## src/rtl/ap_remap_pkg.sv

```systemverilog
package ap_remap_pkg;
  localparam int ADDR_W = 32;
  localparam int NIB_W  = 4;
  localparam int APT_N  = 16;
  localparam int LOW_W  = ADDR_W - NIB_W;
  localparam int HALF_N = APT_N / 2;

  typedef logic [APT_N-1:0][NIB_W-1:0] nib_map_t;
endpackage

```

## src/rtl/ap_remap_cfg.sv

```systemverilog
module ap_remap_cfg
  import ap_remap_pkg::*;
#(
  parameter int               N_MST      = 10,
  parameter int               CFG_AW     = 12,
  parameter logic [CFG_AW-1:0] UPD_OFFSET = CFG_AW'('h100)
) (
  input  logic                    clk_i,
  input  logic                    rst_ni,
  input  logic                    cfg_we_i,
  input  logic [CFG_AW-1:0]       cfg_addr_i,
  input  logic [31:0]             cfg_wdata_i,
  output logic [31:0]             cfg_rdata_o,
  output logic [N_MST-1:0]        upd_o,
  output nib_map_t [N_MST-1:0]    shd_sel_o,
  output nib_map_t [N_MST-1:0]    shd_off_o,
  output nib_map_t [N_MST-1:0]    act_sel_o,
  output nib_map_t [N_MST-1:0]    act_off_o
);
  localparam int BANK_W = CFG_AW - 4;

  logic [BANK_W-1:0] bank;
  logic [1:0]        word;
  logic              aligned;
  logic              upd_hit;

  assign bank    = cfg_addr_i[CFG_AW-1:4];
  assign word    = cfg_addr_i[3:2];
  assign aligned = (cfg_addr_i[1:0] == 2'b00);
  assign upd_hit = cfg_we_i && (cfg_addr_i == UPD_OFFSET);

  for (genvar m = 0; m < N_MST; m++) begin : g_bank
    nib_map_t s_sel, s_off, a_sel, a_off;
    logic     hit;

    assign hit      = aligned && (bank == BANK_W'(m));
    assign upd_o[m] = upd_hit && cfg_wdata_i[m];

    always_ff @(posedge clk_i or negedge rst_ni) begin
      if (!rst_ni) begin
        s_sel <= '0;
        s_off <= '0;
      end else if (cfg_we_i && hit) begin
        case (word)
          2'd0: s_sel[HALF_N-1:0]     <= cfg_wdata_i;
          2'd1: s_sel[APT_N-1:HALF_N] <= cfg_wdata_i;
          2'd2: s_off[HALF_N-1:0]     <= cfg_wdata_i;
          default: s_off[APT_N-1:HALF_N] <= cfg_wdata_i;
        endcase
      end
    end

    // live table swaps whole on the commit edge
    always_ff @(posedge clk_i or negedge rst_ni) begin
      if (!rst_ni) begin
        a_sel <= '0;
        a_off <= '0;
      end else if (upd_o[m]) begin
        a_sel <= s_sel;
        a_off <= s_off;
      end
    end

    assign shd_sel_o[m] = s_sel;
    assign shd_off_o[m] = s_off;
    assign act_sel_o[m] = a_sel;
    assign act_off_o[m] = a_off;
  end

  always_comb begin
    cfg_rdata_o = '0;
    for (int m = 0; m < N_MST; m++) begin
      if (aligned && (bank == BANK_W'(m))) begin
        case (word)
          2'd0: cfg_rdata_o = shd_sel_o[m][HALF_N-1:0];
          2'd1: cfg_rdata_o = shd_sel_o[m][APT_N-1:HALF_N];
          2'd2: cfg_rdata_o = shd_off_o[m][HALF_N-1:0];
          default: cfg_rdata_o = shd_off_o[m][APT_N-1:HALF_N];
        endcase
      end
    end
  end
endmodule

```

## src/rtl/ap_remap_xlate.sv

```systemverilog
module ap_remap_xlate
  import ap_remap_pkg::*;
(
  input  logic              clk_i,
  input  logic              rst_ni,
  input  logic              req_valid_i,
  input  logic [ADDR_W-1:0] req_addr_i,
  input  nib_map_t          act_sel_i,
  input  nib_map_t          act_off_i,
  output logic              rsp_valid_o,
  output logic              rsp_unmapped_o,
  output logic [NIB_W-1:0]  rsp_slave_o,
  output logic [ADDR_W-1:0] rsp_addr_o
);
  logic [NIB_W-1:0]  idx, sel, off;
  logic              none;
  logic [ADDR_W-1:0] nxt_addr;

  assign idx      = req_addr_i[ADDR_W-1:LOW_W];
  assign sel      = act_sel_i[idx];
  assign off      = act_off_i[idx];
  assign none     = (sel == '0);
  assign nxt_addr = none ? req_addr_i : {off, req_addr_i[LOW_W-1:0]};

  always_ff @(posedge clk_i or negedge rst_ni) begin
    if (!rst_ni) begin
      rsp_valid_o    <= 1'b0;
      rsp_unmapped_o <= 1'b0;
      rsp_slave_o    <= '0;
      rsp_addr_o     <= '0;
    end else begin
      rsp_valid_o    <= req_valid_i;
      rsp_unmapped_o <= req_valid_i && none;
      rsp_slave_o    <= sel;
      rsp_addr_o     <= nxt_addr;
    end
  end
endmodule

```

## src/rtl/aperture_remapper.sv

```systemverilog
module aperture_remapper
  import ap_remap_pkg::*;
#(
  parameter int                N_MST      = 10,
  parameter int                CFG_AW     = 12,
  parameter logic [CFG_AW-1:0] UPD_OFFSET = CFG_AW'('h100)
) (
  input  logic                          clk_i,
  input  logic                          rst_ni,
  input  logic                          cfg_we_i,
  input  logic [CFG_AW-1:0]             cfg_addr_i,
  input  logic [31:0]                   cfg_wdata_i,
  output logic [31:0]                   cfg_rdata_o,
  input  logic [N_MST-1:0]              req_valid_i,
  input  logic [N_MST-1:0][ADDR_W-1:0]  req_addr_i,
  output logic [N_MST-1:0]              rsp_valid_o,
  output logic [N_MST-1:0]              rsp_unmapped_o,
  output logic [N_MST-1:0][NIB_W-1:0]   rsp_slave_o,
  output logic [N_MST-1:0][ADDR_W-1:0]  rsp_addr_o
);
  logic [N_MST-1:0]     upd_vec;
  nib_map_t [N_MST-1:0] shd_sel, shd_off, act_sel, act_off;

  ap_remap_cfg #(
    .N_MST(N_MST), .CFG_AW(CFG_AW), .UPD_OFFSET(UPD_OFFSET)
  ) u_cfg (
    .clk_i, .rst_ni, .cfg_we_i, .cfg_addr_i, .cfg_wdata_i, .cfg_rdata_o,
    .upd_o(upd_vec),
    .shd_sel_o(shd_sel), .shd_off_o(shd_off),
    .act_sel_o(act_sel), .act_off_o(act_off)
  );

  for (genvar m = 0; m < N_MST; m++) begin : g_mst
    ap_remap_xlate u_xlate (
      .clk_i, .rst_ni,
      .req_valid_i   (req_valid_i[m]),
      .req_addr_i    (req_addr_i[m]),
      .act_sel_i     (act_sel[m]),
      .act_off_i     (act_off[m]),
      .rsp_valid_o   (rsp_valid_o[m]),
      .rsp_unmapped_o(rsp_unmapped_o[m]),
      .rsp_slave_o   (rsp_slave_o[m]),
      .rsp_addr_o    (rsp_addr_o[m])
    );
  end
endmodule

```

## config.mk

```make
export PLATFORM = sky130hd
export DESIGN_NAME = aperture_remapper
export DESIGN_NICKNAME = d
export VERILOG_FILES = /design/src/rtl/ap_remap_pkg.sv /design/src/rtl/ap_remap_cfg.sv /design/src/rtl/ap_remap_xlate.sv /design/src/rtl/aperture_remapper.sv
export SDC_FILE = /design/constraint.sdc
export NUM_CORES = 2
export LEC_CHECK = 0
export ABC_AREA = 1
export BUFFER_PORTS_ARGS = -buffer_cell sky130_fd_sc_hd__buf_4
export CAP_MARGIN = 10
export CELL_PAD_IN_SITES_DETAIL_PLACEMENT = 1
export CELL_PAD_IN_SITES_GLOBAL_PLACEMENT = 2
export CORE_UTILIZATION = 42
export CTS_CLUSTER_SIZE = 12
export DETAILED_ROUTE_END_ITERATION = 8
export MAX_ROUTING_LAYER = met4
export PLACE_DENSITY = 0.93
export SLEW_MARGIN = 5
export SYNTH_ARGS = -nofsm -noshare
export SYNTH_HDL_FRONTEND = slang
export SYNTH_SLANG_ARGS = --single-unit
```

## constraint.sdc

```tcl
create_clock -name clk_i -period 3 [get_ports clk_i]
set_input_delay 0.3 -clock clk_i [delete_from_list [all_inputs] [get_ports clk_i]]
set_output_delay 0.3 -clock clk_i [all_outputs]
set_load 0.02 [all_outputs]
```

After elaboration in Yosys (flattened, before gate mapping)
Cells that the tools add are included.
Cells by class
  $lt $le $gt $ge: 10
  equality and inequality tests: 12
  mux-type cells: 70
  bitwise logic cells: 1
  reduce and logical (&&, ||, !) cells: 95
Operators by type and width (number)
  32-bit one-hot mux with 3 select lines: 10
  32-bit two-way mux: 20
  4-bit binary-select mux with 4-bit select: 20
  4-bit two-way mux: 20
  2-bit AND reduction: 40
  4-bit by 5-bit < comparator with 1-bit output, second input constant: 10
  1-bit logical AND: 41
  4-bit zero test: 10
  8-bit by 3-bit == test with 1-bit output, second input constant: 4
  8-bit by 2-bit == test with 1-bit output, second input constant: 2
  8-bit by 4-bit == test with 1-bit output, second input constant: 2
  12-bit by 9-bit == test with 1-bit output, second input constant: 1
  8-bit by 1-bit == test with 1-bit output, second input constant: 1
  8-bit zero test: 1
  2-bit zero test: 2
  3-bit OR reduction: 1
  2-bit by 1-bit == test with 1-bit output, second input constant: 1
  2-bit == test, second input constant: 1
  1-bit NOT: 1
Word-level totals
  register bits after elaboration: 2940
  input port bits: 377
  word-level logic and storage cells: 868

Logic depth before layout (Yosys ltp)
  word-level depth: 12
  mapped depth: 16

Cells and area by module
Synthesis repeated with hierarchy kept, for this count alone.
Unflattened totals
  cells, all modules: 15226
  area, all modules: 126236.1 um^2
By module, submodules not included
  ap_remap_cfg: times used 1, cells each 11626, area each 102225.5 um^2
  ap_remap_xlate: times used 10, cells each 360, area each 2401.1 um^2

Worst setup path before layout
Ideal clock, no wire load.
  path type: input port to output port
  start point: in cfg_addr_i[3]
  end point: out cfg_rdata_o[13]
  data arrival time: 1.829 ns
  slack: 0.871 ns
  cell stages on the path: 10
  path buffers: 4
  path through: buf_4 nand2_1 inv_2 buf_2 buf_2 clkbuf_1 a21oi_1 a41oi_1 nand2_1 nand2_1
Between the ends
  word-level cells in the longest chain between the ends: 12
  elaborated cells on any way between the ends: 23
  those cells by class: eq/ne: 2; mux: 20; reduce/logical: 1
Ends and longest elaborated chain
  start, declared: line aperture_remapper.sv:11  | input logic [CFG_AW-1:0] cfg_addr_i,
  2-bit == test (tied with other cells): line ap_remap_cfg.sv:74  | case (word)
  32-bit one-hot mux with 3 select lines: line ap_remap_cfg.sv:74
  32-bit two-way mux (9 in a row): line ap_remap_cfg.sv:73  | if (aligned && (bank == BANK_W'(m))) begin
  32-bit two-way mux *: line ap_remap_cfg.sv:73
  end, declared: line aperture_remapper.sv:13  | output logic [31:0] cfg_rdata_o,
Every way passes the cells marked *; elsewhere a longest branch is shown, timed or not.

Worst setup path after layout
  start point: reg u_cfg.g_bank[0].s_off (netlist bit u_cfg.shd_off_o[12])
  end point: out cfg_rdata_o[12]
Between the ends
  word-level cells in the longest chain between the ends: 11
Ends and longest elaborated chain
  start, declared: line ap_remap_cfg.sv:33  | nib_map_t s_sel, s_off, a_sel, a_off;
  start signal, assigned by index: line ap_remap_cfg.sv:47  | 2'd2: s_off[HALF_N-1:0] <= cfg_wdata_i;
  start signal, assigned by index: line ap_remap_cfg.sv:48  | default: s_off[APT_N-1:HALF_N] <= cfg_wdata_i;
  32-bit one-hot mux with 3 select lines: line ap_remap_cfg.sv:74
  32-bit two-way mux (10 in a row): line ap_remap_cfg.sv:73
Every way passes these cells.

==> reports/metrics.csv <==
metric,value,unit
worstReg2RegEnd,g_mst[4].u_xlate.rsp_addr_o[29],
area_growth,28.46,%
die-area,0.2956,sq mm
ioPinCount,789,
htreeDepth,5,
rr_startpoint,u_cfg.act_sel_o[292],
period_share,1.197,
die_y,543.7,um
worstPathRequired,2.70,ns
worstMarginPinSlew,1.282,ns
postSynthCellCount,13000,
rr_worst_depth,10,
ant_nets,0,
core_area,0.2913,sq mm
cp.depth,9,
vias,110500,
port-buffer-count,788,
async_flop_share,1.000,
numCtsBuffers,327,
slowest_delay,0.39,ns
cp_top_family,simple AND/OR/NAND/NOR gates,
synth-edff-count,0,
fmax,278.4,MHz
fillers,32000,
end_kind,output port,
maxSlewViolCount,0,
grt_pass1_vias,115800,
cp-start-kind,register,
grt_max_degree,115,
initial_core_util,0.4230,
maxSlewHeadroom,0.1455,
rsz0062_at_grt,true,
firstDrtPassIters,6,
cts_tree,built,
dp_slack,-0.7558,ns
grt_pass1_wl,794500,um
avgRoutedWirePerCell,28.91,um
layout.nets,14920,
post-dp-hpwl,351000,um
path_max_fanout,2,
timing.final.crit_period,3.592,ns
overflow,0,
avgViaCountPerCell,5.905,
synth_cell_type_count,33,
gp_congestion,1.011,
die_x,543.7,um
clock-sinks,2940,
synthFlopType,dfrtp_1,
max-vdd-ir-drop,0.4469,mV
setup_tns,-7.535,ns
synth.ff_latch_count,2940,
synth_most_common_cell,dfrtp_1,
clk_latency,0.96,ns
hold_path_class,in2async,
yosys-top-cells-count,"dfrtp_1, nand2_1, o21ai_0, nor2_1, clkbuf_1",
clk_path_buf_depth,4,
ys_warn_count,0,
drc,0,
crit_start,u_cfg.shd_off_o[12],
clock_skew,0.04590,ns
wl,541100,um
crit_arrival,3.29,ns
cp_num_buf_inv,2,
violations,negative setup slack,
syn_nets,13380,
drive_gt1_frac,0.2314,
p_total,0.08901,W
antenna_found_initial,37,
power_density,562.3,mW/mm^2
p_leak,71.39,nW
synth_top_area_share,0.5970,
synthTopCellsByArea,"dfrtp_1, o21ai_0, nand2_1",
r2r_slack,0.34,ns
maxCapViolations,0,
finalSetupViolCount,32,
worstSetupEndpoint,cfg_rdata_o[12],
hold_viol,0,
clock-root-buffer,clkbuf_16,
path_cells,inv_2 -> o21ai_1 -> o221ai_1 -> nand2_1 -> nor2_4 -> nand4_1 -> nor2_2 -> nand4_1 -> buf_6,
clk_transition_reported_paths,0.06,ns
setup_slack,-0.5920,ns
syn_area_per_cell,9.479,sq um
yosysTopAreaCell,dfrtp_1,
netlist_area,0.1232,sq mm
yosysSeqAreaShare,0.5970,
row_count,198,
cpMostUsedCell,nand4_1,
path_class,reg2out,
cp_slowest_cell,dfrtp_1,
drt_iter0_markers,11440,
status,finished with violations,
grt_use_total,0.3733,
==> worst min path at each step <==
stage / from / to / slack, ns / depth (start not counted)
after floorplan: rst_ni / g_mst[0].u_xlate.rsp_addr_o[0] / 0.004 / 0
after CTS: req_addr_i[47] / g_mst[1].u_xlate.rsp_addr_o[15] / 0.00008 / 2
after global placement: req_addr_i[129] / g_mst[4].u_xlate.rsp_addr_o[1] / 0.41 / 1
after detailed placement: rst_ni / u_cfg.act_sel_o[491] / 0.36 / 1
after global routing: req_addr_i[147] / g_mst[4].u_xlate.rsp_addr_o[19] / 0.01 / 2
final: rst_ni / u_cfg.shd_off_o[511] / 0.03 / 2
==> power by group <==
part | switching (W) | internal (W)
clock | 0.0176 | 0.0240
combinational | 0.00479 | 0.00239
sequential | 0.000243 | 0.0401
total | 0.0226 | 0.0664
==> final cells by class <==
| class | count | area (sq um) | area share |
|---|---|---|---|
| timing repair buffer | 2219 | 20980 | 0.1325 |
| clock inverter | 91 | 1297 | 0.008197 |
| inverter | 761 | 2868 | 0.01812 |
| tap | 3900 | 4880 | 0.03083 |
| multi-input combinational | 8293 | 45000 | 0.2843 |
| antenna | 38 | 95.09 | 0.0006007 |
| clock buffer | 478 | 9513 | 0.06010 |
| sequential | 2940 | 73660 | 0.4654 |
==> registers in the layout, summed over array words and instances (netlist names) <==
name,count
g_mst.u_xlate.rsp_addr_o,320
u_cfg.shd_off_o,640
g_mst.u_xlate.rsp_slave_o,40
g_mst.u_xlate.rsp_valid_o,10
u_cfg.act_off_o,640
u_cfg.shd_sel_o,640
u_cfg.act_sel_o,640
g_mst.u_xlate.rsp_unmapped_o,10
==> placed cells by master, fill, tap and decap left out, types with 273 or more instances in the layout <==
master	Yosys	layout
dlygate4sd3_1	0	569
mux2_2	634	634
inv_1	740	585
clkbuf_16	0	329
o21ai_0	2659	2594
a21oi_1	336	273
nand2_1	2764	2621
nor2_1	892	843
dfrtp_1	2940	2865
buf_4	22	1381
==> per-stage QoR <==
step                utilization  instance area (sq um)  std cells  hold WS (ns)
floorplan                     -                 123200      13000      0.004409
global placement         0.4751                 138400      17410        0.4089
detailed placement       0.4751                 138400      17410        0.3637
CTS                      0.5400                 157300      18640    0.00008171
global route             0.5432                 158200      18700       0.01406
finish                   0.5433                 158300      18720       0.02735
==> logic make-up after synthesis <==
kind of cell           share of synthesized area
buffers and inverters                    0.05561
AOI/OAI and AO/OA                         0.1667
and+or+nand+nor                           0.1223
DFF                                       0.5970
muxes                                    0.05834
==> timing repair <==
item                        CTS  global route
pin swaps                   223           199
buffers inserted            103            56
hold endpoints to repair   1087             0
gates cloned                  0             0
hold buffers                569             0
setup endpoints to repair    32            32
gates resized for setup     594           160
==> per-layer routing <==
metal  GRT usage  vias to the layer above  routed length [um]
met1      0.4758                    57320              214300
li1            -                    46600                   -
met2      0.5670                     5257              247600
met3     0.06255                     1366               42820
met4      0.2083                        0               36450
met5           -                        -                   0
(Power assumes the default switching activity.)
